===== src/rtl/carrier_det_pkg.sv =====
package carrier_det_pkg;

  // Upper level test, done one bit wider so threshold + margin cannot wrap.
  function automatic logic level_high(input logic [31:0] e, input logic [31:0] t,
                                      input logic [31:0] m);
    logic [32:0] sum;
    sum = {1'b0, t} + {1'b0, m};
    return ({1'b0, e} >= sum);
  endfunction

  // Lower level test.
  function automatic logic level_low(input logic [31:0] e, input logic [31:0] t);
    return (e < t);
  endfunction

endpackage


===== src/rtl/cd_compare.sv =====
module cd_compare #(
  parameter int ENERGY_W = 16,
  parameter int MARGIN_W = 8
) (
  input  logic                clk,
  input  logic                rst_n,
  input  logic                sample_valid,
  input  logic [ENERGY_W-1:0] energy,
  input  logic [ENERGY_W-1:0] threshold,
  input  logic [MARGIN_W-1:0] margin,
  output logic                det_on,
  output logic                det_off,
  output logic                decision
);
  import carrier_det_pkg::*;

  logic det_q;

  always_comb begin
    det_on  = level_high(32'(energy), 32'(threshold), 32'(margin));
    det_off = level_low(32'(energy), 32'(threshold));
    if (det_on)       decision = 1'b1;
    else if (det_off) decision = 1'b0;
    else              decision = det_q;
  end

  always_ff @(posedge clk or negedge rst_n) begin
    if (!rst_n)            det_q <= 1'b0;
    else if (sample_valid) det_q <= decision;
  end

  // a band sample keeps the stored decision
  p_band_holds_r4: assert property (@(posedge clk) disable iff (!rst_n)
    (sample_valid && !det_on && !det_off) |=> (det_q == $past(det_q)));

  // no strobe, no decision change
  p_idle_decision_r7: assert property (@(posedge clk) disable iff (!rst_n)
    !sample_valid |=> $stable(det_q));

endmodule


===== src/rtl/cd_holdoff.sv =====
module cd_holdoff #(
  parameter int DELAY_STROBES = 8,
  localparam int CNT_W = $clog2(DELAY_STROBES + 1)
) (
  input  logic clk,
  input  logic rst_n,
  input  logic sample_valid,
  input  logic decision,
  output logic flag
);
  localparam logic [CNT_W-1:0] LAST = CNT_W'(DELAY_STROBES - 1);

  logic [CNT_W-1:0] cnt_q;
  logic             flag_q;
  logic             cnt_expire;
  logic             absent_step;

  assign absent_step = sample_valid && !decision && flag_q;
  assign cnt_expire  = absent_step && (cnt_q == LAST);
  assign flag        = flag_q;

  always_ff @(posedge clk or negedge rst_n) begin
    if (!rst_n) begin
      flag_q <= 1'b0;
      cnt_q  <= '0;
    end else if (sample_valid) begin
      if (decision) begin
        flag_q <= 1'b1;
        cnt_q  <= '0;
      end else if (cnt_expire) begin
        flag_q <= 1'b0;
        cnt_q  <= '0;
      end else if (absent_step) begin
        cnt_q  <= cnt_q + 1'b1;
      end
    end
  end

  // a present decision raises the flag and clears the tally
  p_present_sets_r2: assert property (@(posedge clk) disable iff (!rst_n)
    (sample_valid && decision) |=> (flag_q && cnt_q == '0));

  // the flag only falls on the expiring strobe
  p_fall_on_expire_r5: assert property (@(posedge clk) disable iff (!rst_n)
    (flag_q && !cnt_expire) |=> flag_q);

  // tally never passes the last step
  p_cnt_bound_r5: assert property (@(posedge clk) disable iff (!rst_n)
    cnt_q <= LAST);

  // tally is zero whenever the flag is low
  p_idle_zero_r9: assert property (@(posedge clk) disable iff (!rst_n)
    !flag_q |-> (cnt_q == '0));

  // no strobe, no state change
  p_idle_stable_r7: assert property (@(posedge clk) disable iff (!rst_n)
    !sample_valid |=> ($stable(flag_q) && $stable(cnt_q)));

endmodule


===== src/rtl/carrier_detect.sv =====
module carrier_detect #(
  parameter int ENERGY_W      = 16,
  parameter int MARGIN_W      = 8,
  parameter int DELAY_STROBES = 8
) (
  input  logic                clk,
  input  logic                rst_n,
  input  logic                sample_valid,
  input  logic [ENERGY_W-1:0] energy,
  input  logic [ENERGY_W-1:0] threshold,
  input  logic [MARGIN_W-1:0] margin,
  output logic                carrier_flag
);
  logic det_on;
  logic det_off;
  logic decision;

  initial begin
    if (DELAY_STROBES < 1) $error("DELAY_STROBES must be at least 1");
    if (ENERGY_W > 32 || MARGIN_W > 32) $error("widths limited to 32 bits");
  end

  cd_compare #(.ENERGY_W(ENERGY_W), .MARGIN_W(MARGIN_W)) u_cmp (
    .clk(clk), .rst_n(rst_n), .sample_valid(sample_valid),
    .energy(energy), .threshold(threshold), .margin(margin),
    .det_on(det_on), .det_off(det_off), .decision(decision)
  );

  cd_holdoff #(.DELAY_STROBES(DELAY_STROBES)) u_hold (
    .clk(clk), .rst_n(rst_n), .sample_valid(sample_valid),
    .decision(decision), .flag(carrier_flag)
  );

  // below threshold is never a present decision
  p_low_not_on_r3: assert property (@(posedge clk) disable iff (!rst_n)
    det_off |-> !det_on);

  // an upper level past full scale cannot declare presence
  p_no_wrap_r8: assert property (@(posedge clk) disable iff (!rst_n)
    ((33'(threshold) + 33'(margin)) > 33'({ENERGY_W{1'b1}})) |-> !det_on);

endmodule


===== config.mk =====
export PLATFORM = sky130hd
export DESIGN_NAME = carrier_detect
export DESIGN_NICKNAME = d
export VERILOG_FILES = /design/src/rtl/carrier_det_pkg.sv /design/src/rtl/cd_compare.sv /design/src/rtl/cd_holdoff.sv /design/src/rtl/carrier_detect.sv
export SDC_FILE = /design/constraint.sdc
export NUM_CORES = 1
export LEC_CHECK = 0
export BUFFER_PORTS_ARGS = -buffer_cell sky130_fd_sc_hd__buf_2
export CAP_MARGIN = 15
export CORE_MARGIN = 3
export CORE_UTILIZATION = 33
export DETAILED_ROUTE_END_ITERATION = 6
export GPL_TIMING_DRIVEN = 0
export PLACE_DENSITY = 0.59
export REMOVE_ABC_BUFFERS = 1
export SLEW_MARGIN = 10
export SYNTH_ARGS = -nofsm -noshare
export SYNTH_HDL_FRONTEND = slang
export SYNTH_SLANG_ARGS = --single-unit

===== constraint.sdc =====
create_clock -name clk -period 3.9 [get_ports clk]
set_clock_uncertainty 0.05 [all_clocks]
set_input_delay 0.195 -clock clk [delete_from_list [all_inputs] [get_ports clk]]
set_output_delay 0.195 -clock clk [all_outputs]
set_load 0.005 [all_outputs]

* After elaboration in Yosys (flattened, before gate mapping) *
Cells that the tools add are included.

storage, ports and cells
  input bits = 43
  register bits after elaboration = 6
  logic and storage cells = 23

operators by class
  $lt $le $gt $ge = 2
  reduce and logical (&&, ||, !) cells = 8
  equality and inequality tests = 1
  muxes and demuxes = 7
  add/sub/neg operators = 2

operators with widths
  cell                   count
  $ge A16 B33 Y1         1
  $add A16 B8 Y17        1
  $lt A16 B16 Y1         1
  $mux W4                3
  $add A4 B1 Y4 const B  1
  $eq A4 B3 Y1 const B   1
  $mux W1                4
  $reduce_and A2 Y1      2
  $logic_and A1 B1 Y1    3
  $reduce_bool A3 Y1     1
  $reduce_bool A2 Y1     1
  $logic_not A1 Y1       1

* Longest topological paths before layout *
  word-level depth = 9
  mapped depth = 16
  gate-level depth less buffers = 16

* Modules after synthesis *
Synthesis repeated with hierarchy kept, for this count alone.

second synthesis, totals
  cells, all modules = 202
  area total of the unflattened synthesis = 1,620.3 um^2

modules (own cells, without submodules)
  module      instances  area an instance (um^2)  seq. area each (um^2)  cells each
  cd_compare  1          1,345.0                  25.0                   174
  cd_holdoff  1          275.3                    125.1                  28

* Worst setup path after synthesis *
No wires, ideal clock.

  path type = input to register
  start = input threshold[0]
  end = register u_hold.flag_q (netlist: u_hold.flag)
  required time = 3,729 ps
  path buffers = 0
  data arrival time = 2,944 ps
  stages on the path = 14
  setup time = 121 ps
  path slack = 785 ps
  cells stage by stage = ha_1 > fa_1 > a21oi_1 > o21ai_2 > o41a_4 > xnor2_1 > ha_1 > a21oi_1 > o21ai_0 > a221oi_1 > o21a_1 > a32o_2 > nand2_2 > a22o_1

between the ends
  cells in the longest elaborated chain, start to end = 9

RTL lines
  element                                                   line                                         text
  start: declaration                                        carrier_detect.sv:10                         input logic [ENERGY_W-1:0] threshold,
  $add A16 B8 Y17 / $lt A16 B16 Y1 (equally long branches)  carrier_det_pkg.sv:7, carrier_det_pkg.sv:13
  $ge A16 B33 Y1 / $mux W1 (equally long branches)          carrier_det_pkg.sv:8, cd_compare.sv:23
  $mux W1 (*)                                               cd_compare.sv:22                             if (det_on) decision = 1'b1;
  $logic_not A1 Y1                                          cd_holdoff.sv:18                             assign absent_step = sample_valid && !decision && flag_q;
  $logic_and A1 B1 Y1 (2 in a row)                          cd_holdoff.sv:18
  $logic_and A1 B1 Y1                                       cd_holdoff.sv:19                             assign cnt_expire = absent_step && (cnt_q == LAST);
  $reduce_bool A2 Y1 (no source line)                       -
  $reduce_and A2 Y1 (no source line)                        -
  end signal: assignment                                    cd_holdoff.sv:24                             flag_q <= 1'b0;
  end signal: assignment                                    cd_holdoff.sv:28                             flag_q <= 1'b1;
  end signal: assignment                                    cd_holdoff.sv:31                             flag_q <= 1'b0;
  end: declaration                                          cd_holdoff.sv:14                             logic flag_q;

Every way passes the cells marked *; elsewhere a longest branch is shown, timed or not.
A chain may end at the register's enable or synchronous reset.

* Final worst setup path *
  start = input threshold[0]
  end = register u_hold.cnt_q[0]

between the ends
  cells in the longest elaborated chain, start to end = 9

RTL lines
  element                                                                line                                         text
  $add A16 B8 Y17 / $lt A16 B16 Y1 (equally long branches)               carrier_det_pkg.sv:7, carrier_det_pkg.sv:13
  $ge A16 B33 Y1 / $mux W1 (equally long branches)                       carrier_det_pkg.sv:8, cd_compare.sv:23
  $mux W1 (*)                                                            cd_compare.sv:22
  $logic_not A1 Y1                                                       cd_holdoff.sv:18
  $logic_and A1 B1 Y1 (2 in a row)                                       cd_holdoff.sv:18
  $logic_and A1 B1 Y1                                                    cd_holdoff.sv:19
  $reduce_bool A3 Y1 (no source line) / $mux W4 (equally long branches)  -
  $reduce_and A2 Y1 (no source line) / $mux W4 (equally long branches)   -
  end signal: assignment                                                 cd_holdoff.sv:34                             cnt_q <= cnt_q + 1'b1;
  end: declaration                                                       cd_holdoff.sv:13                             logic [CNT_W-1:0] cnt_q;

Marked as above.

==> results.txt <==
The net count of the finished layout is 315. In this run the static leakage power is 0.000960 uW. For this run, the leading register cell type out of synthesis is dfrtp_1.

The setup path with the least slack is of type in2reg. In the layout the commonest cells are buf_2, ha_1, inv_1, a21oi_1. Dividing the detail-routed wire length by the instance count gives 11.8 um. Buffers placed on the I/O ports in this run total 43. The worst setup path is launched from an input pin. Broken down by cell family, the worst path's largest delay share belongs to compound AO/OA/AOI/OAI gates. The proportion of synthesized chip area in sequential cells was 9.93%; the maximum fanout along the worst path was 6. In this run the power density over the cells is 214 nW/um^2. IR analysis of the VDD net gives a maximum drop of 0.225 mV. Global routing finished with a remaining overflow of 0. The clock drives 6 sinks. The core region is 4200 um^2. For this run, asynchronously set or reset flops after synthesis account for 100%.

The number of DRC violations after detailed routing is 0, and the floorplan die height is 73.7 um. TritonCTS built the clock tree. The logs give 5850 um for the wire length of the first global-routing pass and 0 for the setup-violating endpoint count in the final report. Wires add up to 3290 um. The proportion of netlist area held by the largest area contributor came out at 33.1%. For the register area, the log shows 150 um^2. Setup repair after global routing left no endpoint under its margin.

The tools report the master cell of the clock root buffer as clkbuf_8. Setup slack closes at 0.570 ns. The initialized floorplan defines 23 standard-cell rows.

The run gives 6 as the first-pass iteration count of the detailed router. Synthesis produced a netlist whose cell count is 183. The placed instance count is 275.

For the number of standard cells in the final layout excluding fillers, the log shows 279. Yosys attributes the largest share of cell area to ha_1, dfrtp_1, xnor2_1. Clock tree synthesis inserted a total of 3 buffers.

Derived from the worst setup path, the maximum achievable clock frequency is 300 MHz. The tools report the via count of the first global-routing pass as 1387. Traced cell by cell, the critical path runs through buf_2, ha_1, fa_1, a21oi_1, o21ai_2, o41a_4, xnor2_1, ha_1, a21oi_1, o21ai_0, a221oi_1, o21a_1, a32oi_2, o31ai_2, o2bb2ai_1. The die covers 5430 um^2.

The last weighted congestion value of the routability-driven placer came out at 0.752. Headroom to the max-slew limit came out at 78.6%. The main combinational cell family by area after synthesis is adder cells.

After clock tree synthesis, the repair step resized 0 gates. For the number of H-tree levels, the log shows 1. In this run the post-CTS setup repair buffer count came out at 0. For the post-synth design cell area, the log shows 1510 um^2.

The repair_antennas step left the layout with diodes totalling 0. The library cell used most frequently in the layout, excluding fill and tap cells, is buf_2. For the number of fill cells in the layout, the log shows 446.

The synthesis-stage register bit count was 6. The buffer and inverter count on the worst path was 1; the clock insertion delay at the later pin of the skew report was 0.22 ns. The area growth from synthesis to layout is 21.4%. After Yosys synthesis, and, or, nand and nor cells account for 18.1% of the synthesized area. In this run the remaining antenna-violating nets after routing total 0. The delay of the slowest critical-path stage is 0.42 ns. In the final timing run, aggregate negative setup slack is 0 ns.

The Yosys step of the flow raised 0 warnings. The logs give 1 for the hold buffer count at cts and 3.42 ns for the arrival time at the worst endpoint. In the global route stage, overall resource usage came out at 13.2%.

Detailed placement finished with a half-perimeter wire length of 2930 um. The tools report the number of antenna violations at the first check in global routing as 0. On the critical path, the stage with the largest delay is an instance of o41a_4. The number of flops mapped to enable cells by yosys came out at 0. Max-cap check violation count: 0. The fraction of final layout cells sized beyond drive strength 1 works out to 25.8%. Summing all multi-input logic gate instances after layout gives 1280 um^2.

The path class of the tightest hold or removal check is in2reg. Clock-pin slew was measured on the worst setup and hold paths at 0.04 ns. The biggest area contributor in the post-synthesis netlist is ha_1.

The first routing iteration left 38 violations. Prior to clock tree synthesis, the placed netlist has a worst setup slack of 0.346 ns. The routed via count was 1450.

The mean cell area of the mapped netlist came out at 8.27 um^2. After detailed routing, the number of vias per cell comes to 5.20. For this design the top-level I/O count stands at 44. After Yosys synthesis, full adders, half adders and majority gates account for 34.4% of the synthesized area. In this run the deepest clock path goes through 2 buffers.

On the final layout, the worst hold slack is 0.263 ns. For the pin with the worst max-slew slack, the measured transition is 0.320 ns. Data on the critical path is required at its endpoint by 3.99 ns. STA classifies the critical path endpoint as a flip-flop. Entering global routing, the biggest net connects 12 pins. The flow ran to the end, and the final reports show no timing, DRC or antenna violations. The max-slew violation count came out at 0.

The mux contribution to synthesized area was 0%. Of the available clock period, the critical path in the final layout requires 85.4%. After layout, the minimum clock period comes to 3.33 ns. Summing the areas of all compound-gate instances in the mapped netlist gives 23.9% of the synthesized area. The run gives 0 as the final number of hold-violating endpoints.

The die is 73.7 um wide. The initial core utilization is 36.0%. The XOR/XNOR share of the synthesized area was 8.11%. Yosys mapped the design onto 44 distinct sky130hd cell types.
[sequential cells by signal, indices dropped and copies added, names as in the netlist]
register and count:
u_hold.cnt_q 4, u_cmp.det_q 1, u_hold.flag 1
[per-layer routing]
metal	GRT usage [%]	wire (um)	vias up
met5	0	0	-
met4	2.21	17	0
met1	18.4	1630	633
met2	21.3	1430	40
li1	-	-	772
met3	2.46	214	5
[Yosys cell counts (2+ instances only)]
library cell	instances
a22o_1	2
o2bb2ai_1	3
ha_1	40
a21o_1	6
a31oi_1	3
nand4_1	5
nand3_1	11
nand2_1	11
o21ai_0	5
xor2_1	3
and3_1	2
and3_2	2
o21a_1	3
nor3_1	5
inv_1	20
xnor2_1	11
a21oi_1	14
nor2_1	5
dfrtp_1	6
o21bai_1	2
[worst reg2reg max path, delay by kind of cell (launching register included)]
kind                   cells  cell delay [ns]
DFF                        1             0.40
and+or+nand+nor            3             0.28
buffers and inverters      1             0.14
AOI/OAI and AO/OA          2             0.56
[area by class of cell]
cell class | instances | area share [%]
Clock buffer | 3 | 2.25
Inverter | 21 | 4.29
Multi-Input combinational cell | 155 | 69.6
Sequential cell | 6 | 8.17
Tap cell | 50 | 3.41
Timing Repair Buffer | 44 | 12.3
[metrics by stage]
step                      area, um^2  utilization (%)  power, uW
final                           1840             43.7        394
after global routing            1840             43.7        440
after CTS                       1840             43.7        398
after detailed placement        1790             42.5        302
after global placement          1790             42.5        300
after floorplan                 1510                -        234
[worst paths after layout]
kind,start,end,slack [ns],cells past startpoint
min,sample_valid,u_cmp.det_q$_DFFE_PN0P_,0.26,2
min reg2reg,u_hold.cnt_q[1]$_DFFE_PN0P_,u_hold.cnt_q[1]$_DFFE_PN0P_,0.46,1
max,threshold[0],u_hold.cnt_q[0]$_DFFE_PN0P_,0.57,15
min in group asynchronous,rst_n,u_hold.flag$_DFFE_PN0P_,0.27,2
max reg2reg,u_cmp.det_q$_DFFE_PN0P_,u_hold.flag$_DFFE_PN0P_,2.35,6
max in group asynchronous,rst_n,u_hold.cnt_q[3]$_DFFE_PN0P_,3.38,2
[power breakdown]
group          internal (uW)  switching [uW]
clock network           66.2            26.1
registers               71.0            7.75
logic                    106             117
[cell families after synthesis]
| logic type | after synthesis |
|---|---|
| AO/OA/AOI/OAI | 49 |
| XOR/XNOR | 14 |
| adder cells (fa/ha/maj) | 41 |
| buffers and inverters | 22 |
| flip-flops | 6 |
| AND/OR/NAND/NOR | 51 |
Power figures use the tool's default switching activity.
